[src/rtl/dump_pkg.sv]
package dump_pkg;

  typedef enum logic [1:0] {
    SEQ_IDLE = 2'd0,
    SEQ_SORT = 2'd1,
    SEQ_DUMP = 2'd2
  } seq_state_t;

  typedef enum logic [1:0] {
    PR_IDLE  = 2'd0,
    PR_WAIT  = 2'd1,
    PR_LATCH = 2'd2,
    PR_SEND  = 2'd3
  } pr_state_t;

  localparam logic [7:0] ASCII_CR = 8'h0D;
  localparam logic [7:0] ASCII_LF = 8'h0A;

  // nibble to uppercase hex character
  function automatic logic [7:0] nib_to_ascii(input logic [3:0] nib);
    logic [7:0] r;
    if (nib < 4'd10) r = 8'h30 + {4'd0, nib};
    else             r = 8'h41 + {4'd0, nib - 4'd10};
    return r;
  endfunction

endpackage

[src/rtl/hex_line_sel.sv]
module hex_line_sel
  import dump_pkg::*;
#(
  parameter int W    = 16,
  localparam int DIG  = W / 4,
  localparam int LINE = DIG + 2,
  localparam int IW   = $clog2(LINE)
) (
  input  logic [W-1:0]  word,
  input  logic [IW-1:0] idx,
  output logic [7:0]    char_out
);

  logic [7:0] chars [LINE];

  for (genvar k = 0; k < DIG; k++) begin : g_digit
    assign chars[k] = nib_to_ascii(word[W-1-4*k -: 4]);
  end
  assign chars[DIG]   = ASCII_CR;
  assign chars[DIG+1] = ASCII_LF;

  always_comb begin
    char_out = ASCII_LF;
    for (int k = 0; k < LINE; k++) begin
      if (idx == IW'(k)) char_out = chars[k];
    end
  end

endmodule

[src/rtl/run_seq.sv]
module run_seq
  import dump_pkg::*;
(
  input  logic clk,
  input  logic rst,
  input  logic go,
  output logic sort_start,
  input  logic sort_done,
  output logic dump_start,
  input  logic dump_done,
  output logic run_done
);

  seq_state_t state;

  always_ff @(posedge clk) begin
    if (rst) begin
      state      <= SEQ_IDLE;
      sort_start <= 1'b0;
      dump_start <= 1'b0;
      run_done   <= 1'b0;
    end else begin
      sort_start <= 1'b0;
      dump_start <= 1'b0;
      run_done   <= 1'b0;
      case (state)
        SEQ_IDLE: if (go) begin
          sort_start <= 1'b1;
          state      <= SEQ_SORT;
        end
        SEQ_SORT: if (sort_done) begin
          dump_start <= 1'b1;
          state      <= SEQ_DUMP;
        end
        SEQ_DUMP: if (dump_done) begin
          run_done <= 1'b1;
          state    <= SEQ_IDLE;
        end
        default: state <= SEQ_IDLE;
      endcase
    end
  end

endmodule

[src/rtl/word_printer.sv]
module word_printer
  import dump_pkg::*;
#(
  parameter int N = 16,
  parameter int W = 16,
  localparam int AW   = (N > 1) ? $clog2(N) : 1,
  localparam int LINE = W / 4 + 2,
  localparam int IW   = $clog2(LINE)
) (
  input  logic          clk,
  input  logic          rst,
  input  logic          start,
  output logic          done,
  output logic          rd_en,
  output logic [AW-1:0] rd_addr,
  input  logic [W-1:0]  rd_data,
  output logic [7:0]    tx_data,
  output logic          tx_valid,
  input  logic          tx_busy
);

  localparam logic [AW-1:0] LAST_ADDR = AW'(N - 1);
  localparam logic [IW-1:0] LAST_IDX  = IW'(LINE - 1);

  pr_state_t     state;
  logic [W-1:0]  word_q;
  logic [IW-1:0] idx;
  logic [7:0]    next_char;

  hex_line_sel #(.W(W)) u_sel (
    .word     (word_q),
    .idx      (idx),
    .char_out (next_char)
  );

  always_ff @(posedge clk) begin
    if (rst) begin
      state    <= PR_IDLE;
      done     <= 1'b0;
      rd_en    <= 1'b0;
      rd_addr  <= '0;
      word_q   <= '0;
      idx      <= '0;
      tx_data  <= '0;
      tx_valid <= 1'b0;
    end else begin
      done     <= 1'b0;
      rd_en    <= 1'b0;
      tx_valid <= 1'b0;
      case (state)
        PR_IDLE: if (start) begin
          rd_addr <= '0;
          rd_en   <= 1'b1;
          state   <= PR_WAIT;
        end
        PR_WAIT:  state <= PR_LATCH;
        PR_LATCH: begin
          word_q <= rd_data;
          idx    <= '0;
          state  <= PR_SEND;
        end
        PR_SEND: begin
          if (tx_valid) begin
            if (idx == LAST_IDX) begin
              if (rd_addr == LAST_ADDR) begin
                done  <= 1'b1;
                state <= PR_IDLE;
              end else begin
                rd_addr <= rd_addr + 1'b1;
                rd_en   <= 1'b1;
                state   <= PR_WAIT;
              end
            end else begin
              idx <= idx + 1'b1;
            end
          end else if (!tx_busy) begin
            tx_data  <= next_char;
            tx_valid <= 1'b1;
          end
        end
        default: state <= PR_IDLE;
      endcase
    end
  end

endmodule

[src/rtl/sorted_hexdump.sv]
module sorted_hexdump #(
  parameter int N = 16,
  parameter int W = 16,
  localparam int AW = (N > 1) ? $clog2(N) : 1
) (
  input  logic          clk,
  input  logic          rst,
  input  logic          run_go,
  output logic          run_done,
  output logic          sort_start,
  input  logic          sort_done,
  output logic          dump_start,
  output logic          dump_done,
  output logic          mem_rd_en,
  output logic [AW-1:0] mem_rd_addr,
  input  logic [W-1:0]  mem_rd_data,
  output logic [7:0]    tx_data,
  output logic          tx_valid,
  input  logic          tx_busy
);

  run_seq u_seq (
    .clk        (clk),
    .rst        (rst),
    .go         (run_go),
    .sort_start (sort_start),
    .sort_done  (sort_done),
    .dump_start (dump_start),
    .dump_done  (dump_done),
    .run_done   (run_done)
  );

  word_printer #(.N(N), .W(W)) u_prn (
    .clk      (clk),
    .rst      (rst),
    .start    (dump_start),
    .done     (dump_done),
    .rd_en    (mem_rd_en),
    .rd_addr  (mem_rd_addr),
    .rd_data  (mem_rd_data),
    .tx_data  (tx_data),
    .tx_valid (tx_valid),
    .tx_busy  (tx_busy)
  );

endmodule

[config.mk]
export PLATFORM = sky130hd
export DESIGN_NAME = sorted_hexdump
export DESIGN_NICKNAME = d
export VERILOG_FILES = /design/src/rtl/dump_pkg.sv /design/src/rtl/hex_line_sel.sv /design/src/rtl/run_seq.sv /design/src/rtl/word_printer.sv /design/src/rtl/sorted_hexdump.sv
export SDC_FILE = /design/constraint.sdc
export NUM_CORES = 1
export LEC_CHECK = 0
export ABC_AREA = 1
export BUFFER_PORTS_ARGS = -buffer_cell sky130_fd_sc_hd__buf_4
export CAP_MARGIN = 20
export CORE_ASPECT_RATIO = 0.9
export CORE_MARGIN = 2
export CORE_UTILIZATION = 60
export DETAILED_ROUTE_END_ITERATION = 7
export GPL_TIMING_DRIVEN = 0
export PLACE_DENSITY = 0.91
export SLEW_MARGIN = 5
export SYNTH_ARGS = -nofsm -noshare
export SYNTH_HDL_FRONTEND = slang
export SYNTH_HIERARCHICAL = 1
export SYNTH_SLANG_ARGS = --single-unit
[constraint.sdc]
create_clock -name clk -period 2.94 [get_ports clk]
set_input_delay 0.441 -clock clk [delete_from_list [all_inputs] [get_ports clk]]
set_output_delay 0.441 -clock clk [all_outputs]
set_load 0.005 [all_outputs]
## Word level (Yosys, flattened, before mapping)

Index checks and enable logic that the tools add are counted.
Widths: inputs -> output; s select.

| word-level totals | value |
|---|---|
| output and inout port bits | 18 |
| memory bits (read-only) | 0 |
| bits in latches | 0 |
| bits in registers | 41 |
| logic and storage cells | 108 |
| memories kept | 0 |
| input bits | 21 |
| bits in writable memories | 0 |

| operators by class | value |
|---|---|
| reduce and logical (&&, ||, !) cells | 15 |
| multiplexer cells | 37 |
| add/sub/neg operators | 14 |
| magnitude comparators | 4 |
| $mul | 0 |
| shift operators | 0 |
| div/mod/pow operators | 0 |
| equal/unequal tests | 19 |
| bitwise operators | 7 |

Operator list:

| cell | number |
|---|---|
| $mux 8 | 10 |
| $add 7x4->8 const A | 4 |
| $add 6x4->7 const A | 4 |
| $lt 4x4->1 const B | 4 |
| $mux 4 | 4 |
| $sub 4x4->4 const B | 4 |
| $mux 2 | 6 |
| $reduce_and 3->1 | 4 |
| $mux 1 | 10 |
| $ne 2x2->1 const B | 5 |
| $pmux 2 s4 | 1 |
| $pmux 4 s2 | 1 |
| $not 1->1 | 7 |
| $eq 2x2->1 const B | 3 |
| $eq 3x2->1 const B | 2 |
| $eq 3x3->1 const B | 2 |
| $mux 3 | 2 |
| $ne 2x1->1 const B | 3 |
| $pmux 2 s3 | 1 |
| $pmux 3 s2 | 1 |
| $reduce_or 2->1 | 3 |
| $reduce_and 5->1 | 1 |
| $add 4x1->4 const B | 1 |
| $eq 2x1->1 const B | 2 |
| other kinds (9) | 11 |

## Logic depth before layout (Yosys ltp)

| depth | value |
|---|---|
| word-level depth | 9 |
| mapped depth | 13 |
| mapped depth without buffers | 13 |

## By module

Netlist, hierarchy kept.

By module, submodules not included:

| module | seq. area each (um^2) | area an instance (um^2) | cells an instance | instances |
|---|---|---|---|---|
| word_printer | 720.7 | 1,503.9 | 197 | 1 |
| hex_line_sel | 0.0 | 698.2 | 126 | 1 |
| run_seq | 100.1 | 175.2 | 20 | 1 |

## Worst setup path before layout

Ideal clock, no wire load.

| timing | value |
|---|---|
| path type | register -> register |
| from | register u_prn.word_q[9] |
| to | register u_prn.tx_data[4] |
| slack | 1.342 ns |
| arrival time | 1.533 ns |
| stages on the path, launching flop included | 11 |
| clock period less this slack | 1.598 ns |
| setup time | 0.064 ns |
| required time | 2.876 ns |
| path buffers | 0 |
| cell sequence | dfxtp_1 -> inv_1 -> ha_1 -> or2_2 -> o21ai_0 -> nand2_1 -> nand2_1 -> nand2_1 -> a21oi_1 -> o21ai_0 -> nor2_1 |

| on the way | value |
|---|---|
| word-level cells in the longest chain between the ends | 8 |
| elaborated cells between the ends (all ways) | 10 |
| those cells by class | add/sub (3); order compare (1); mux (6) |

Ends and longest elaborated chain:

| element | line | RTL |
|---|---|---|
| start, declared | word_printer.sv:26 | `logic [W-1:0] word_q;` |
| start signal, assigned | word_printer.sv:58 | `word_q <= rd_data;` |
| $sub 4x4->4 | dump_pkg.sv:23 | `else r = 8'h41 + {4'd0, nib - 4'd10};` |
| $add 7x4->8 | dump_pkg.sv:23 |  |
| $mux 8 * | dump_pkg.sv:22 | `if (nib < 4'd10) r = 8'h30 + {4'd0, nib};` |
| $mux 8 * (5 in series) | hex_line_sel.sv:25 | `if (idx == IW'(k)) char_out = chars[k];` |
| named net u_prn.next_char[4] | word_printer.sv:28 | `logic [7:0] next_char;` |
| end signal, assigned | word_printer.sv:77 | `tx_data <= next_char;` |
| end, declared | word_printer.sv:17 | `output logic [7:0] tx_data,` |

Mark *: on every way through the listed nets, which the timed path passes. The rest lies on a longest branch.
A chain may end at the register's enable or synchronous reset.

## Final worst setup path

Same ends and word-level chain as after synthesis.

==> impl_metrics.ini <==
[synth]
synth_adder_area_share_pct = 7.368
ys_warn_count = 6
synth_top_family_by_area = simple AND/OR/NAND/NOR gates
synthXorXnorAreaFrac_pct = 1.105
syn_area_per_cell_um2 = 6.931
ys_seq_area_share_pct = 34.53
synth_fp_nets = 378
ys_ff_latch = 41
synth_mux_area_share_pct = 0
synth_cell_types = 38
synth_simple_gate_area_share_pct = 32.00
synth_compound_area_share_pct = 14.89
netlist_instances = 343
syn_area_mm2 = 0.002377

[sta]
clock.fmax_mhz = 519.8
finalWorstSetupSlack_ns = 1.016
finClkSkew_ns = 0.006349
min_period_ns = 1.924
hold_violations = 0
setup_viol = 0
maxSlewViolCount = 0
rsz0062_at_grt = false
min_period_over_period_pct = 65.43
tns_ns = 0

[setup_path]
cp-end-kind = flop
crit_type = flop to flop
cpLargestDelayFamily = simple AND/OR/NAND/NOR gates
cp.arrival_ns = 2.16
required_ns = 3.18
crit_path_cell_trace = inv_1 -> ha_1 -> or2_2 -> o21ai_0 -> nand2_1 -> nand2_1 -> nand2_1 -> a21oi_1 -> o21ai_0 -> nor2_1
startpoint = u_prn/word_q[9]$_SDFFE_PP0N_
worst-path-buf-inv = 1
r2r_slack_ns = 1.02
cpMaxStageDelayCell = dfxtp_1
crit_path_start_kind = flop
critPathMaxStageDelay_ns = 0.38
critPathMaxFanout = 4
timing.rr.start = u_prn/word_q[9]$_SDFFE_PP0N_
crit_top_cell = nand2_1

[floorplanning]
num_rows = 21
die_h_um = 63.72
die_area_mm2 = 0.004482
start_util_pct = 63.27
die_w_um = 70.35
core_area_mm2 = 0.003757
io_pins = 39

[routing]
route.detailed.drc = 0
wl_per_cell_um = 12.56
vias = 2323
drt_iter0_drc = 138
first_pass_iters = 4
ant_nets = 0
routed_wl_mm = 5.463
viasPerCell = 5.340

[clock_network]
cts_tree = done
insertion_delay_ns = 0.30
post_cts_buffers = 0
cts_resized = 0
cts_inserted_buffers = 5
clkSinkCount = 41
cts_root_buffer = clkbuf_8
clkTransAtPathRegs_ns = 0.08
clockBufferDepth = 2
holdBufCountCts = 0
htreeDepth = 2

[grt]
grt_pass1_vias = 2242
antenna_found_initial = 0
grt_pass1_wl_mm = 9.508
grt-ovfl-total = 0
grt_start_max_net_pins = 14
track_usage_pct = 26.53

[final_layout]
syn2layout_area_growth_pct = 19.11
layout-drive-gt1-share_pct = 21.08
diodes = 0
finalNetCount = 423
ff_latch_area_um2 = 820.8
fillerInstances = 312
multi_input_area_mm2 = 0.001320

[worst_hold_path]
min_from = mem_rd_data[12]
min_path_type = input port to flop

[placement]
io_buffers = 38
gp_congestion = 0.8906
dp_hpwl_mm = 4.087
place_ws_ns = 1.134

[status]
status = finished, final reports clean

[run]
drv_cap = 0

[power_and_ir_drop]
cellLeakagePower_nw = 1.330
power.total_w = 0.001991
p_per_area_mw_per_mm2 = 703.1
ir_drop_mv = 0.4613
## metrics by stage
stage                     instance area [um2]  hold slack, ns  cells  util [%]
after global placement                   2720          0.4399    427     72.39
after floorplan                          2377          0.4274    343         -
final                                    2831          0.3581    435     75.36
after CTS                                2831          0.3572    435     75.36
after detailed placement                 2720          0.4454    427     72.39
after global routing                     2831          0.3569    435     75.36
## synthesized netlist by cell type, drive strengths merged
library cell  count  area [um2]
a31oi             1       6.260
nor2             72       306.5
nand3b            1       7.510
conb              1       3.750
inv              50       190.2
o2111ai           1       8.760
a21oi            21       108.9
nand4             4       25.02
nor3              6       41.29
o211ai            2       20.02
dfxtp            41       820.8
nand2            52       232.7
o22ai             4       25.02
ha               14       175.2
clkbuf            4       17.52
or2               4       25.03
buf               4       28.78
xnor2             1       8.760
o21ai            37       185.2
xor2              2       17.52
nand3            21       122.6
## logic make-up after synthesis
| group | after synthesis |
|---|---|
| compound gates | 66 |
| xor+xnor | 3 |
| fa+ha+maj | 14 |
| buf+inv | 58 |
| flops | 41 |
| other cells | 1 |
| simple gates | 160 |
## area by class of cell
| type | instances | area share [%] |
|---|---|---|
| clock buffers | 6 | 2.563 |
| flip-flops and latches | 41 | 28.99 |
| multi-input cells | 244 | 46.62 |
| clock inverters | 2 | 1.370 |
| repair buffers | 38 | 10.08 |
| plain buffers | 8 | 1.635 |
| inverters | 50 | 6.717 |
| well taps | 46 | 2.033 |
## power breakdown
part / leakage, nW / switching [W] / internal (W)
Combinational: 0.941 / 0.000451 / 0.000306
Clock: 0.0554 / 0.000202 / 0.000255
Sequential: 0.334 / 0.000111 / 0.000665
## layout by cell type (no fill, tap or decap), types with 3 or more instances in the layout
cell,synthesis,final
nor2_1,67,67
inv_1,43,43
nand2_1,41,41
dfxtp_1,41,41
buf_4,1,39
o21ai_0,35,35
a21oi_1,20,20
nand3_1,19,19
ha_1,14,14
nand2_2,9,9
inv_2,6,6
clkbuf_8,0,5
nor3_1,5,5
nand4_1,4,4
o22ai_1,4,4
clkbuf_1,2,3
or2_2,3,3
## metal layers
layer | global-route usage (%) | routed length [um]
met5 | 0 | 0
met4 | 10.58 | 97
met3 | 7.360 | 222
met2 | 46.23 | 2720
met1 | 30.56 | 2422
## flip-flops by register name (all words and copies together) (netlist names)
| signal | cells |
|---|---|
| u_prn/rd_addr | 4 |
| u_seq/state | 2 |
| u_seq/run_done | 1 |
| u_prn/state | 2 |
| u_prn/rd_en | 1 |
| u_prn/idx | 3 |
| u_seq/dump_start | 1 |
| u_prn/done | 1 |
| u_prn/tx_valid | 1 |
| u_prn/word_q | 16 |
| u_prn/tx_data | 8 |
| u_seq/sort_start | 1 |
## worst reg2reg max path: stages (launching register included)
cell and delay (ns):
dfxtp_1 0.38, inv_1 0.10, ha_1 0.32, or2_2 0.31
o21ai_0 0.24, nand2_1 0.09, nand2_1 0.06, nand2_1 0.05
a21oi_1 0.12, o21ai_0 0.09, nor2_1 0.10
## path summary, 6_finish.rpt
path,end,cells after the start
setup / recovery,u_prn/tx_data[4]$_SDFFE_PP0P_,10
hold / removal,u_prn/word_q[12]$_SDFFE_PP0N_,3
setup reg to reg,u_prn/tx_data[4]$_SDFFE_PP0P_,10
hold reg to reg,u_seq/run_done$_SDFF_PP0_,2
Note: power is estimated with default switching activity, not from simulation.
